`src/rtl/arb_prio_pkg.sv`:
```
package arb_prio_pkg;

   typedef enum logic [1:0] {
      POL_CPU_FIRST = 2'd0,
      POL_DMA_FIRST = 2'd1,
      POL_ROTATE    = 2'd2
   } pol_e;

   typedef enum logic [1:0] {
      OWN_NONE = 2'd0,
      OWN_CPU  = 2'd1,
      OWN_DMA  = 2'd2
   } owner_e;

   localparam int CODE_CPU_FIRST = 0;
   localparam int CODE_ROTATE    = 1;
   localparam int CODE_RESERVED  = 2;
   localparam int CODE_DMA_FIRST = 3;

endpackage

```
`src/rtl/arb_mode_decode.sv`:
```
module arb_mode_decode
   import arb_prio_pkg::*;
#(
   parameter int MODE_W = 2
) (
   input  logic [MODE_W-1:0] mode_i,
   output pol_e              pol_o
);

   generate
      if (MODE_W != 2) begin : g_bad_width
         $error("arb_mode_decode: MODE_W must be 2");
      end
   endgenerate

   always_comb begin
      unique case (int'(mode_i))
         CODE_ROTATE:    pol_o = POL_ROTATE;
         CODE_DMA_FIRST: pol_o = POL_DMA_FIRST;
         CODE_RESERVED:  pol_o = POL_CPU_FIRST;
         default:        pol_o = POL_CPU_FIRST;
      endcase
   end

endmodule

```
`src/rtl/arb_rot_ptr.sv`:
```
module arb_rot_ptr #(
   parameter bit RESET_CPU = 1'b1
) (
   input  logic clk,
   input  logic rst_n,
   input  logic cpu_fin,
   input  logic dma_fin,
   output logic cpu_hi_o
);

   localparam logic INIT_VAL = RESET_CPU;

   always_ff @(posedge clk or negedge rst_n) begin
      if (!rst_n) begin
         cpu_hi_o <= INIT_VAL;
      end else if (cpu_fin) begin
         cpu_hi_o <= 1'b0;
      end else if (dma_fin) begin
         cpu_hi_o <= 1'b1;
      end
   end

endmodule

```
`src/rtl/arb_owner.sv`:
```
module arb_owner
   import arb_prio_pkg::*;
(
   input  logic clk,
   input  logic rst_n,
   input  logic cpu_pick,
   input  logic dma_pick,
   input  logic cpu_done,
   input  logic dma_done,
   output logic cpu_gnt_o,
   output logic dma_gnt_o,
   output logic held_o
);

   owner_e owner_q;
   owner_e owner_d;

   assign held_o    = (owner_q != OWN_NONE);
   assign cpu_gnt_o = (owner_q == OWN_CPU) || (!held_o && cpu_pick);
   assign dma_gnt_o = (owner_q == OWN_DMA) || (!held_o && dma_pick && !cpu_pick);

   always_comb begin
      owner_d = OWN_NONE;
      if (cpu_gnt_o && !cpu_done) begin
         owner_d = OWN_CPU;
      end else if (dma_gnt_o && !dma_done) begin
         owner_d = OWN_DMA;
      end
   end

   always_ff @(posedge clk or negedge rst_n) begin
      if (!rst_n) begin
         owner_q <= OWN_NONE;
      end else begin
         owner_q <= owner_d;
      end
   end

endmodule

```
`src/rtl/cpu_dma_arbiter.sv`:
```
module cpu_dma_arbiter
   import arb_prio_pkg::*;
#(
   parameter int MODE_W        = 2,
   parameter bit ROT_RESET_CPU = 1'b1
) (
   input  logic              clk,
   input  logic              rst_n,
   input  logic              cpu_req,
   input  logic              dma_req,
   input  logic              cpu_done,
   input  logic              dma_done,
   input  logic [MODE_W-1:0] prio_mode,
   output logic              cpu_gnt,
   output logic              dma_gnt
);

   pol_e pol;
   logic rot_cpu_hi;
   logic cpu_first;
   logic cpu_pick;
   logic dma_pick;
   logic bus_held;
   logic cpu_fin;
   logic dma_fin;

   arb_mode_decode #(.MODE_W(MODE_W)) u_dec (
      .mode_i (prio_mode),
      .pol_o  (pol)
   );

   always_comb begin
      cpu_first = (pol == POL_CPU_FIRST) || ((pol == POL_ROTATE) && rot_cpu_hi);
      cpu_pick  = cpu_req && (!dma_req || cpu_first);
      dma_pick  = dma_req && !cpu_pick;
   end

   arb_owner u_own (
      .clk       (clk),
      .rst_n     (rst_n),
      .cpu_pick  (cpu_pick),
      .dma_pick  (dma_pick),
      .cpu_done  (cpu_done),
      .dma_done  (dma_done),
      .cpu_gnt_o (cpu_gnt),
      .dma_gnt_o (dma_gnt),
      .held_o    (bus_held)
   );

   assign cpu_fin = cpu_gnt && cpu_done;
   assign dma_fin = dma_gnt && dma_done;

   arb_rot_ptr #(.RESET_CPU(ROT_RESET_CPU)) u_rot (
      .clk      (clk),
      .rst_n    (rst_n),
      .cpu_fin  (cpu_fin),
      .dma_fin  (dma_fin),
      .cpu_hi_o (rot_cpu_hi)
   );

endmodule

```
`config.mk`:
```
export PLATFORM = sky130hd
export DESIGN_NAME = cpu_dma_arbiter
export DESIGN_NICKNAME = d
export VERILOG_FILES = /design/src/rtl/arb_prio_pkg.sv /design/src/rtl/arb_mode_decode.sv /design/src/rtl/arb_rot_ptr.sv /design/src/rtl/arb_owner.sv /design/src/rtl/cpu_dma_arbiter.sv
export SDC_FILE = /design/constraint.sdc
export NUM_CORES = 1
export LEC_CHECK = 0
export ABC_AREA = 1
export CORE_AREA = 2 2 39 41
export CTS_CLUSTER_DIAMETER = 100
export DETAILED_ROUTE_END_ITERATION = 10
export DIE_AREA = 0 0 41 43
export PLACE_DENSITY = 0.42
export SYNTH_ARGS = -nofsm -noshare
export SYNTH_HDL_FRONTEND = slang
export SYNTH_HIERARCHICAL = 1
export SYNTH_SLANG_ARGS = --single-unit
```
`constraint.sdc`:
```
create_clock -name clk -period 1.4 [get_ports clk]
set_input_delay 0.21 -clock clk [delete_from_list [all_inputs] [get_ports clk]]
set_output_delay 0.21 -clock clk [all_outputs]
set_load 0.01 [all_outputs]
```
==> metrics.log, run 1 <==
[metrics] run status: complete, but fails checks
[metrics] failing checks: negative setup slack
[metrics] clock latency at the later pin of the worst-skew pair: approximately 230 ps
[metrics] area post-placement: 317 µm²
[metrics] number of antenna repair diodes: 0
[metrics] DR WL/cell: 7.25 µm
[metrics] Worst R2R Path Depth: 11
[metrics] total core area: 1380 µm²
[metrics] critical path data arrival time: ~1300 ps
[metrics] cell chain of the critical path: inv_2, nand2_2, nand2_2, a21boi_2, nor2_2, nand2_2, nand2_2, buf_6
[metrics] pin count of the biggest net entering global routing: 4
[metrics] yosys warns: 6
[metrics] internal portion of total power: 0.000260 W
[metrics] layout net count: 52
[metrics] first-pass GRT wire length: 669 µm
[metrics] H-tree lvl count: 1
[metrics] count of final setup violators: 2
[metrics] maximum vdd drop: 0.000322 V
[metrics] Global Route Usage Sum: about 6.4%
[metrics] Static Leakage: ~0.19 nW
[metrics] P&R area growth vs syn: 77.4%
[metrics] Net Sw Power: roughly 0.000097 W
[metrics] Final period util: 110%
[metrics] number of buffers created by CTS: 3
[metrics] Longest Clk Path Bufs: 2
[metrics] number of primary I/O pins: 10
[metrics] number of standard-cell rows in the floorplan: 14
[metrics] worst min-delay path category: input pin to async pin
[metrics] Slew @ Worst Pin: roughly 180 ps
[metrics] sum of overflow across all layers after global routing: 0
[metrics] total via count after detailed routing: ~200
[metrics] total placed cells including tap cells: 54
[metrics] largest incremental delay on the critical path: 530 ps
[metrics] number of global-route vias before repair: between 150 and 200
[metrics] Final Routed Wirelength: between 400 and 500 µm
[metrics] cells after synthesis: 28
[metrics] required time of the critical path: 1190 ps
[metrics] global placer's final weighted congestion: just over 0.6
[metrics] final count of hold timing violations: 0
[metrics] final hold slack: about 160 ps
[metrics] Worst path most repeated cell: sky130_fd_sc_hd__nand2_2
[metrics] number of clock sinks: 3
[metrics] root buf cell: sky130_fd_sc_hd__clkbuf_4
[metrics] proportion of power drawn by flip-flops and latches: between 30% and 40%
[metrics] synthesized area per cell: 7.11 µm²
[metrics] type of the setup path with the least slack: flop to output pin
[metrics] proportion of total power due to net switching: between 20% and 30%
[metrics] final cell area excluding filler cells: approximately 350 µm²
[metrics] headroom to the max-slew limit: between 80 and 90%
[metrics] largest fanout on the critical path: 3
[metrics] worst r2r src: u_rot/cpu_hi_o
[metrics] area of the die: roughly 1800 µm²
[metrics] Post-Layout Cell Count: between 50 and 60
[metrics] proportion of power drawn by combinational gates: a little over a quarter
[metrics] setup slack on the worst flop-to-flop path: 110 ps
[metrics] number of slew-limit violations in the final report: 0
[metrics] Port-buffer cells: 9
[metrics] Final Critical Period: between 1500 and 2000 ps
[metrics] clock-pin transition on the worst setup and hold timing paths: 40 ps
[metrics] startpoint class of the critical path: flop
[metrics] 1st-iter DRT viols: 1
[metrics] Clock Skews: about 3.9 ps
[metrics] initial core utilization: around 14%
[metrics] fraction of layout cells with a size suffix above 1: a little over two fifths
[metrics] TritonCTS clock tree: done
[metrics] drt drc: 0
[metrics] Bufs and invs on worst path: 2
[metrics] critical path's slowest cell: sky130_fd_sc_hd__dfstp_2
[metrics] CTS Hold Buffers Added: 0
[metrics] Crit path max-delay family: flip-flops
[metrics] maximum achievable frequency: approximately 650 MHz
[metrics] reg-to-reg critical path endpoint: u_rot/cpu_hi_o
[metrics] type of destination of the critical path: output pin
[metrics] Max Cap Violations: 0
[metrics] Post-Syn Area: between 150 and 200 µm²
[metrics] final HPWL from detailed placement: around 350 µm
[metrics] final setup slack of the worst path: -135 ps
[metrics] fraction of power consumed by the clock network: ~43%
[metrics] RSZ-0062 raised after global routing: true
[metrics] total nets after synthesis: 36
[metrics] Die Span Y: around 43 µm
[metrics] remaining antenna violation count: 0
[metrics] first-pass iteration count of the detailed router: 2
[metrics] Chip Width: 41 µm
[metrics] total power density per cell area: between 1000 and 1500 nW/µm²
[metrics] detailed-route vias per instance: 3.44
[metrics] antenna violations before repair: 0
per-stage QoR:
stage	setup slack (ps)	TNS (ps)	util (%)	power [W]
4_1_cts	-195	-364	24.6	0.000365
3_3_place_gp	-656	-1600	22.9	0.000205
3_5_place_dp	-650	-1580	22.9	0.000205
6_report	-135	-258	25.5	0.000358
2_1_floorplan	113	0	-	0.000156
5_1_grt	-224	-435	25.5	0.000386
power by group through the flow:
stage                     Clock, W  Sequential, W  Combinational, W
final                     0.000153       0.000111         0.0000940
after CTS                 0.000161       0.000111         0.0000927
after floorplan                  0       0.000110         0.0000465
after global routing      0.000169       0.000113          0.000105
after detailed placement         0       0.000111         0.0000941
after global placement           0       0.000111         0.0000941
how the worst max path moves through the flow:
stage	from	endpoint	slack (ps)	depth (start not counted)
CTS	u_rot/cpu_hi_o	cpu_gnt	-200	7
floorplan	u_rot/cpu_hi_o	u_rot/cpu_hi_o	110	11
global placement	prio_mode[0]	dma_gnt	-660	10
global route	u_rot/cpu_hi_o	cpu_gnt	-220	7
detailed placement	prio_mode[0]	dma_gnt	-650	10
finish	u_rot/cpu_hi_o	dma_gnt	-130	8
placed cells by master (no fill, tap or decap), types with 2 or more instances in the layout:
cell / n
sky130_fd_sc_hd__clkdlybuf4s50_1: 5
sky130_fd_sc_hd__nor2_2: 3
sky130_fd_sc_hd__buf_4: 2
sky130_fd_sc_hd__nand2_1: 4
sky130_fd_sc_hd__nand2_2: 4
sky130_fd_sc_hd__clkbuf_4: 3
sky130_fd_sc_hd__dfrtp_1: 2
sky130_fd_sc_hd__inv_1: 7
sky130_fd_sc_hd__nor2_1: 2
worst register-to-register path: cells and delay by family, from the launching register on:
kind | cells | cell delay, ps
flops | 1 | 530
compound gates | 1 | 120
simple gates | 8 | 510
buf+inv | 2 | 70
metal layers:
| layer | vias to the layer above | global-route usage [%] | wire length, µm |
|---|---|---|---|
| li1 | 113 | - | - |
| met1 | 86 | 5.83 | 178 |
| met2 | 4 | 8.75 | 228 |
| met3 | 0 | 1.57 | 22 |
| met4 | 0 | 10.0 | 0 |
| met5 | - | 0 | 0 |
layout make-up:
class | instances | area [µm²]
clock buffer | 4 | 26.3
fill | 165 | 1030
inverter | 8 | 30.0
multi-input combinational | 17 | 97.6
sequential | 3 | 76.3
tap | 16 | 20.0
timing repair buffer | 11 | 103
timing repair:
item,4_1_cts,5_1_grt
gates resized for setup,12,2
endpoints found under the setup margin,2,3
buffers inserted,0,1
pin swaps,3,2
registers in the layout, indices dropped and copies added (netlist names):
name and cells:
u_rot/cpu_hi_o 1, u_own/owner_q 2
(Power assumes the default switching activity.)
==> run 2: changes to the inputs <==
CTS_BUF_LIST = sky130_fd_sc_hd__clkbuf_16   (was not set)
==> metrics.log, run 2 (synthesized netlist as in run 1, its figures left out) <==
[metrics] run status: complete, but fails checks
[metrics] failing checks: negative setup slack
[metrics] critical path's slowest cell: sky130_fd_sc_hd__dfstp_2
[metrics] antenna violations before repair: 0
[metrics] Clock Skews: 1.78 ps
[metrics] final count of hold timing violations: 0
[metrics] Die Span Y: approximately 43 µm
[metrics] Port-buffer cells: 9
[metrics] root buf cell: sky130_fd_sc_hd__clkbuf_16
[metrics] DR WL/cell: between 7 and 8 µm
[metrics] fraction of layout cells with a size suffix above 1: between 40% and 50%
[metrics] CTS Hold Buffers Added: 0
[metrics] reg-to-reg critical path endpoint: u_own/owner_q[0]
[metrics] Final Critical Period: ~1500 ps
[metrics] remaining antenna violation count: 0
[metrics] number of standard-cell rows in the floorplan: 14
[metrics] number of antenna repair diodes: 0
[metrics] count of final setup violators: 2
[metrics] sum of overflow across all layers after global routing: 0
[metrics] 1st-iter DRT viols: 0
[metrics] maximum vdd drop: 0.000651 V
[metrics] top library cells by usage in the layout, fill and taps aside: sky130_fd_sc_hd__inv_1, sky130_fd_sc_hd__clkdlybuf4s50_1, sky130_fd_sc_hd__nand2_1, sky130_fd_sc_hd__nand2_2, sky130_fd_sc_hd__buf_4
[metrics] pin count of the biggest net entering global routing: 4
[metrics] initial core utilization: 14.4%
[metrics] worst slack at placement: -650 ps
[metrics] global placer's final weighted congestion: about 0.61
[metrics] clock latency at the later pin of the worst-skew pair: 220 ps
[metrics] TritonCTS clock tree: done
[metrics] required time of the critical path: ~1200 ps
[metrics] Final Routed Wirelength: 476 µm
[metrics] Slew @ Worst Pin: ~180 ps
[metrics] number of global-route vias before repair: approximately 210
[metrics] Longest Clk Path Bufs: 2
[metrics] maximum achievable frequency: ~660 MHz
[metrics] setup slack on the worst flop-to-flop path: 70 ps
[metrics] Static Leakage: 0.228 nW
[metrics] critical path data arrival time: ~1300 ps
[metrics] Worst path most repeated cell: sky130_fd_sc_hd__nand2_2
[metrics] Worst R2R Path Depth: 8
[metrics] drt drc: 0
[metrics] headroom to the max-slew limit: approximately 88%
[metrics] Largest register FFs: 2
[metrics] total power density per cell area: about 1600 nW/µm²
[metrics] number of primary I/O pins: 10
[metrics] number of clock sinks: 3
[metrics] RSZ-0062 raised after global routing: true
[metrics] type of destination of the critical path: output pin
[metrics] worst r2r src: u_rot/cpu_hi_o
[metrics] final HPWL from detailed placement: 348 µm
[metrics] final setup slack of the worst path: -125 ps
[metrics] commonest non-fill, non-tap cell in the layout: sky130_fd_sc_hd__inv_1
[metrics] P&R area growth vs syn: 111%
[metrics] first-pass GRT wire length: ~740 µm
[metrics] largest registers: u_own/owner_q: 2 flops, u_rot/cpu_hi_o: 1 flops
[metrics] worst min-delay path category: input pin to async pin
[metrics] most flop-heavy register: u_own/owner_q
[metrics] clock-pin transition on the worst setup and hold timing paths: ~30 ps
[metrics] H-tree lvl count: 1
[metrics] Final period util: 109%
[metrics] layout net count: 54
[metrics] number of buffers created by CTS: 3
[metrics] detailed-route vias per instance: 3.62
[metrics] type of the setup path with the least slack: flop to output pin
[metrics] largest fanout on the critical path: 3
[metrics] Max Cap Violations: 0
[metrics] Chip Width: approximately 41 µm
[metrics] total core area: roughly 1400 µm²
[metrics] startpoint class of the critical path: flop
[metrics] total via count after detailed routing: around 220
[metrics] number of slew-limit violations in the final report: 0
[metrics] area of the die: roughly 1800 µm²
[metrics] cell chain of the critical path: inv_2, nand2_2, nand2_2, a21boi_2, nor2_2, nand2_2, nand2_2, buf_6
[metrics] first-pass iteration count of the detailed router: 1
[metrics] worst setup path startpoint: u_rot/cpu_hi_o
[metrics] largest incremental delay on the critical path: between 500 and 600 ps
[metrics] final hold slack: approximately 170 ps
[metrics] Global Route Usage Sum: 6.84%
run 2: worst max path at each step:
stage                     slack [ps]             end
after floorplan                  110  u_rot/cpu_hi_o
after global placement          -660         dma_gnt
after detailed placement        -650         dma_gnt
after CTS                       -180         cpu_gnt
after global routing            -200         cpu_gnt
final                           -130         dma_gnt
run 2: per-layer routing:
layer | up-vias | GRT usage, % | share of wire (%)
met4 | 0 | 8.00 | 2.9
met2 | 6 | 10.6 | 53
li1 | 117 | - | -
met5 | - | 0 | 0
met1 | 96 | 6.15 | 38
met3 | 2 | 1.57 | 5.5
run 2: where the power goes:
part           internal, W  switching, W  total [W]
Sequential        0.000104    0.00000822   0.000112
Combinational    0.0000578     0.0000462   0.000104
Clock             0.000368     0.0000802   0.000449
Total             0.000530      0.000135   0.000664
run 2: through the flow:
step / setup TNS [ps] / instance area, µm² / util (%) / total power (W) / cells
after floorplan: 0 / 199 / - / 0.000156 / 28
after global placement: -1600 / 317 / 22.9 / 0.000205 / 54
after detailed placement: -1580 / 317 / 22.9 / 0.000205 / 54
after CTS: -342 / 408 / 29.5 / 0.000668 / 60
after global routing: -394 / 420 / 30.4 / 0.000695 / 61
final: -246 / 420 / 30.4 / 0.000664 / 61
run 2: cell type report:
cell class / count / area [µm²]
Fill cell: 159 / 963
Timing Repair Buffer: 13 / 118
Multi-Input combinational cell: 17 / 97.6
Sequential cell: 3 / 76.3
Clock buffer: 3 / 75.1
Inverter: 8 / 30.0
Tap cell: 16 / 20.0
Clock inverter: 1 / 3.75
run 2: critical path, delay by kind of cell, from the launching register on:
kind / cells / cell delay (ps)
buffers and inverters: 2 / 150
AND/OR/NAND/NOR: 5 / 310
AO/OA/AOI/OAI: 1 / 120
flip-flops: 1 / 520
run 2: repair_timing:
item                                    CTS  global route
gates resized for setup                  12             2
pin swaps                                 3             2
gates cloned                              0             0
endpoints found under the setup margin    2             3
hold endpoints to repair                  0             0
setup buffers                             2             1
==> run 3: changes to the inputs <==
clock period = 1.65 ns   (was 1.4 ns; I/O delays follow)
==> metrics.log, run 3 (synthesized netlist as in run 1, its figures left out) <==
[metrics] run status: finished clean
[metrics] setup slack on the worst flop-to-flop path: between 300 and 400 ps
[metrics] final HPWL from detailed placement: 347 µm
[metrics] number of antenna repair diodes: 0
[metrics] pin count of the biggest net entering global routing: 4
[metrics] first-pass GRT wire length: about 660 µm
[metrics] Final period util: between 90% and 100%
[metrics] remaining antenna violation count: 0
[metrics] required time of the critical path: roughly 1400 ps
[metrics] Final TNS setup: 0 ps
[metrics] clock latency at the later pin of the worst-skew pair: roughly 220 ps
[metrics] RSZ-0062 raised after global routing: true
[metrics] Chip Width: a little over 40 µm
[metrics] Die Span Y: between 40 and 50 µm
[metrics] worst min-delay path category: input pin to async pin
[metrics] largest registers: u_own/owner_q: 2 flops, u_rot/cpu_hi_o: 1 flops
[metrics] top library cells by usage in the layout, fill and taps aside: sky130_fd_sc_hd__inv_1, sky130_fd_sc_hd__clkdlybuf4s50_1, sky130_fd_sc_hd__nand2_1, sky130_fd_sc_hd__nand2_2, sky130_fd_sc_hd__buf_4
[metrics] worst r2r src: u_rot/cpu_hi_o
[metrics] Worst R2R Path Depth: 8
[metrics] largest fanout on the critical path: 3
[metrics] critical path data arrival time: approximately 1300 ps
[metrics] area of the die: about 1800 µm²
[metrics] Max Cap Violations: 0
[metrics] final hold slack: around 210 ps
[metrics] worst setup path startpoint: u_rot/cpu_hi_o
[metrics] type of destination of the critical path: output pin
[metrics] final count of hold timing violations: 0
[metrics] Final Critical Period: around 1600 ps
[metrics] commonest non-fill, non-tap cell in the layout: sky130_fd_sc_hd__inv_1
[metrics] drt drc: 0
[metrics] number of primary I/O pins: 10
[metrics] layout net count: 54
[metrics] Design Power: 0.000563 W
[metrics] largest incremental delay on the critical path: 520 ps
[metrics] reg-to-reg critical path endpoint: u_own/owner_q[0]
[metrics] Post-Layout Cell Count: between 60 and 70
[metrics] root buf cell: sky130_fd_sc_hd__clkbuf_16
[metrics] critical path's slowest cell: sky130_fd_sc_hd__dfstp_2
[metrics] total core area: roughly 1400 µm²
[metrics] number of clock sinks: 3
[metrics] number of slew-limit violations in the final report: 0
[metrics] Clock Skews: around 0.2 ps
[metrics] number of buffers created by CTS: 3
[metrics] startpoint class of the critical path: flop
[metrics] maximum vdd drop: approximately 0.00062 V
[metrics] first-pass iteration count of the detailed router: 3
[metrics] DR WL/cell: 7.67 µm
[metrics] Slew @ Worst Pin: around 180 ps
[metrics] clock-pin transition on the worst setup and hold timing paths: 30 ps
[metrics] count of final setup violators: 0
[metrics] timing endpoint of the critical path: dma_gnt
[metrics] antenna violations before repair: 0
[metrics] number of global-route vias before repair: slightly below 200
[metrics] headroom to the max-slew limit: between 80 and 90%
[metrics] Longest Clk Path Bufs: 2
[metrics] Levels on crit path: 8
[metrics] most flop-heavy register: u_own/owner_q
[metrics] number of standard-cell rows in the floorplan: 14
[metrics] number of fill cells: 155
[metrics] type of the setup path with the least slack: flop to output pin
[metrics] Port-buffer cells: 9
[metrics] sum of overflow across all layers after global routing: 0
[metrics] cell chain of the critical path: inv_2, nand2_2, nand2_2, a21boi_2, nor2_2, nand2_2, nand2_2, buf_6
[metrics] Final Routed Wirelength: around 470 µm
[metrics] H-tree lvl count: 1
[metrics] TritonCTS clock tree: done
[metrics] Bufs and invs on worst path: 2
[metrics] maximum achievable frequency: between 600 and 700 MHz
[metrics] fraction of layout cells with a size suffix above 1: about 44%
[metrics] Global Route Usage Sum: 6.14%
[metrics] total power density per cell area: between 1000 and 1500 nW/µm²
[metrics] total via count after detailed routing: roughly 220
[metrics] Largest register FFs: 2
[metrics] detailed-route vias per instance: 3.57
[metrics] P&R area growth vs syn: 113%
[metrics] global placer's final weighted congestion: approximately 0.6
[metrics] Worst path most repeated cell: sky130_fd_sc_hd__nand2_2
[metrics] 1st-iter DRT viols: 1
[metrics] total placed cells including tap cells: between 50 and 60
[metrics] Static Leakage: between 0.2 and 0.25 nW
[metrics] Crit path max-delay family: flip-flops
[metrics] initial core utilization: around 14%
run 3: cell types whose count changed in the layout (fill, tap and decap cells not counted), sizes merged:
cell / change
dlygate4sd2: -1
dlymetal6s2s: +1
run 3: timing repair:
action	CTS	global route
buffers inserted	1	2
resized for setup	11	3
pin swaps	2	4
endpoints found under the setup margin	2	2
hold buffers	0	0
hold endpoints to repair	0	0
run 3: worst min path at each step:
stage | endpoint | slack, ps | cells after the start
floorplan | u_own/owner_q[0] | -50 | 0
global placement | u_own/owner_q[0] | 450 | 1
detailed placement | u_own/owner_q[0] | 450 | 1
CTS | u_own/owner_q[0] | 220 | 1
global route | u_own/owner_q[0] | 220 | 1
finish | u_own/owner_q[0] | 210 | 1
run 3: final cells by class:
class / count / area [µm²] / area share (%)
flip-flops and latches: 3 / 76.3 / 18.0
clock buffers: 3 / 75.1 / 17.7
inverters: 8 / 30.0 / 7.08
well taps: 16 / 20.0 / 4.72
repair buffers: 13 / 121 / 28.6
clock inverters: 1 / 3.75 / 0.885
multi-input cells: 17 / 97.6 / 23.0
run 3: worst register-to-register path, stage by stage, from the launching register on:
cell	delay, ps
sky130_fd_sc_hd__dfstp_2	520
sky130_fd_sc_hd__inv_2	30
sky130_fd_sc_hd__nand2_2	60
sky130_fd_sc_hd__nand2_2	50
sky130_fd_sc_hd__a21boi_2	130
sky130_fd_sc_hd__nor2_2	70
sky130_fd_sc_hd__buf_4	130
sky130_fd_sc_hd__buf_4	120
sky130_fd_sc_hd__nor3_1	120
run 3: routing by layer:
metal  up-vias  track usage [%]  part of all wire, %
met2         6             9.06                   51
met4         0             8.00                  3.0
met1        96             5.50                   40
li1        114                -                    -
met5         -                0                    0
met3         2             1.57                  5.6
run 3: per-stage QoR:
step / utilization (%) / cell area (µm²) / worst slack, ps
floorplan: - / 199 / 363
global placement: 22.9 / 317 / -482
detailed placement: 22.9 / 317 / -476
CTS: 29.2 / 404 / -46.3
global route: 30.7 / 424 / -4.59
finish: 30.7 / 424 / 72.2
run 3: power by group:
group / internal, W / switching [W] / leakage [nW] / total (W)
Clock: 0.000312 / 0.0000664 / 0.0423 / 0.000379
Sequential: 0.0000879 / 0.00000677 / 0.0369 / 0.0000947
Combinational: 0.0000496 / 0.0000394 / 0.157 / 0.0000890
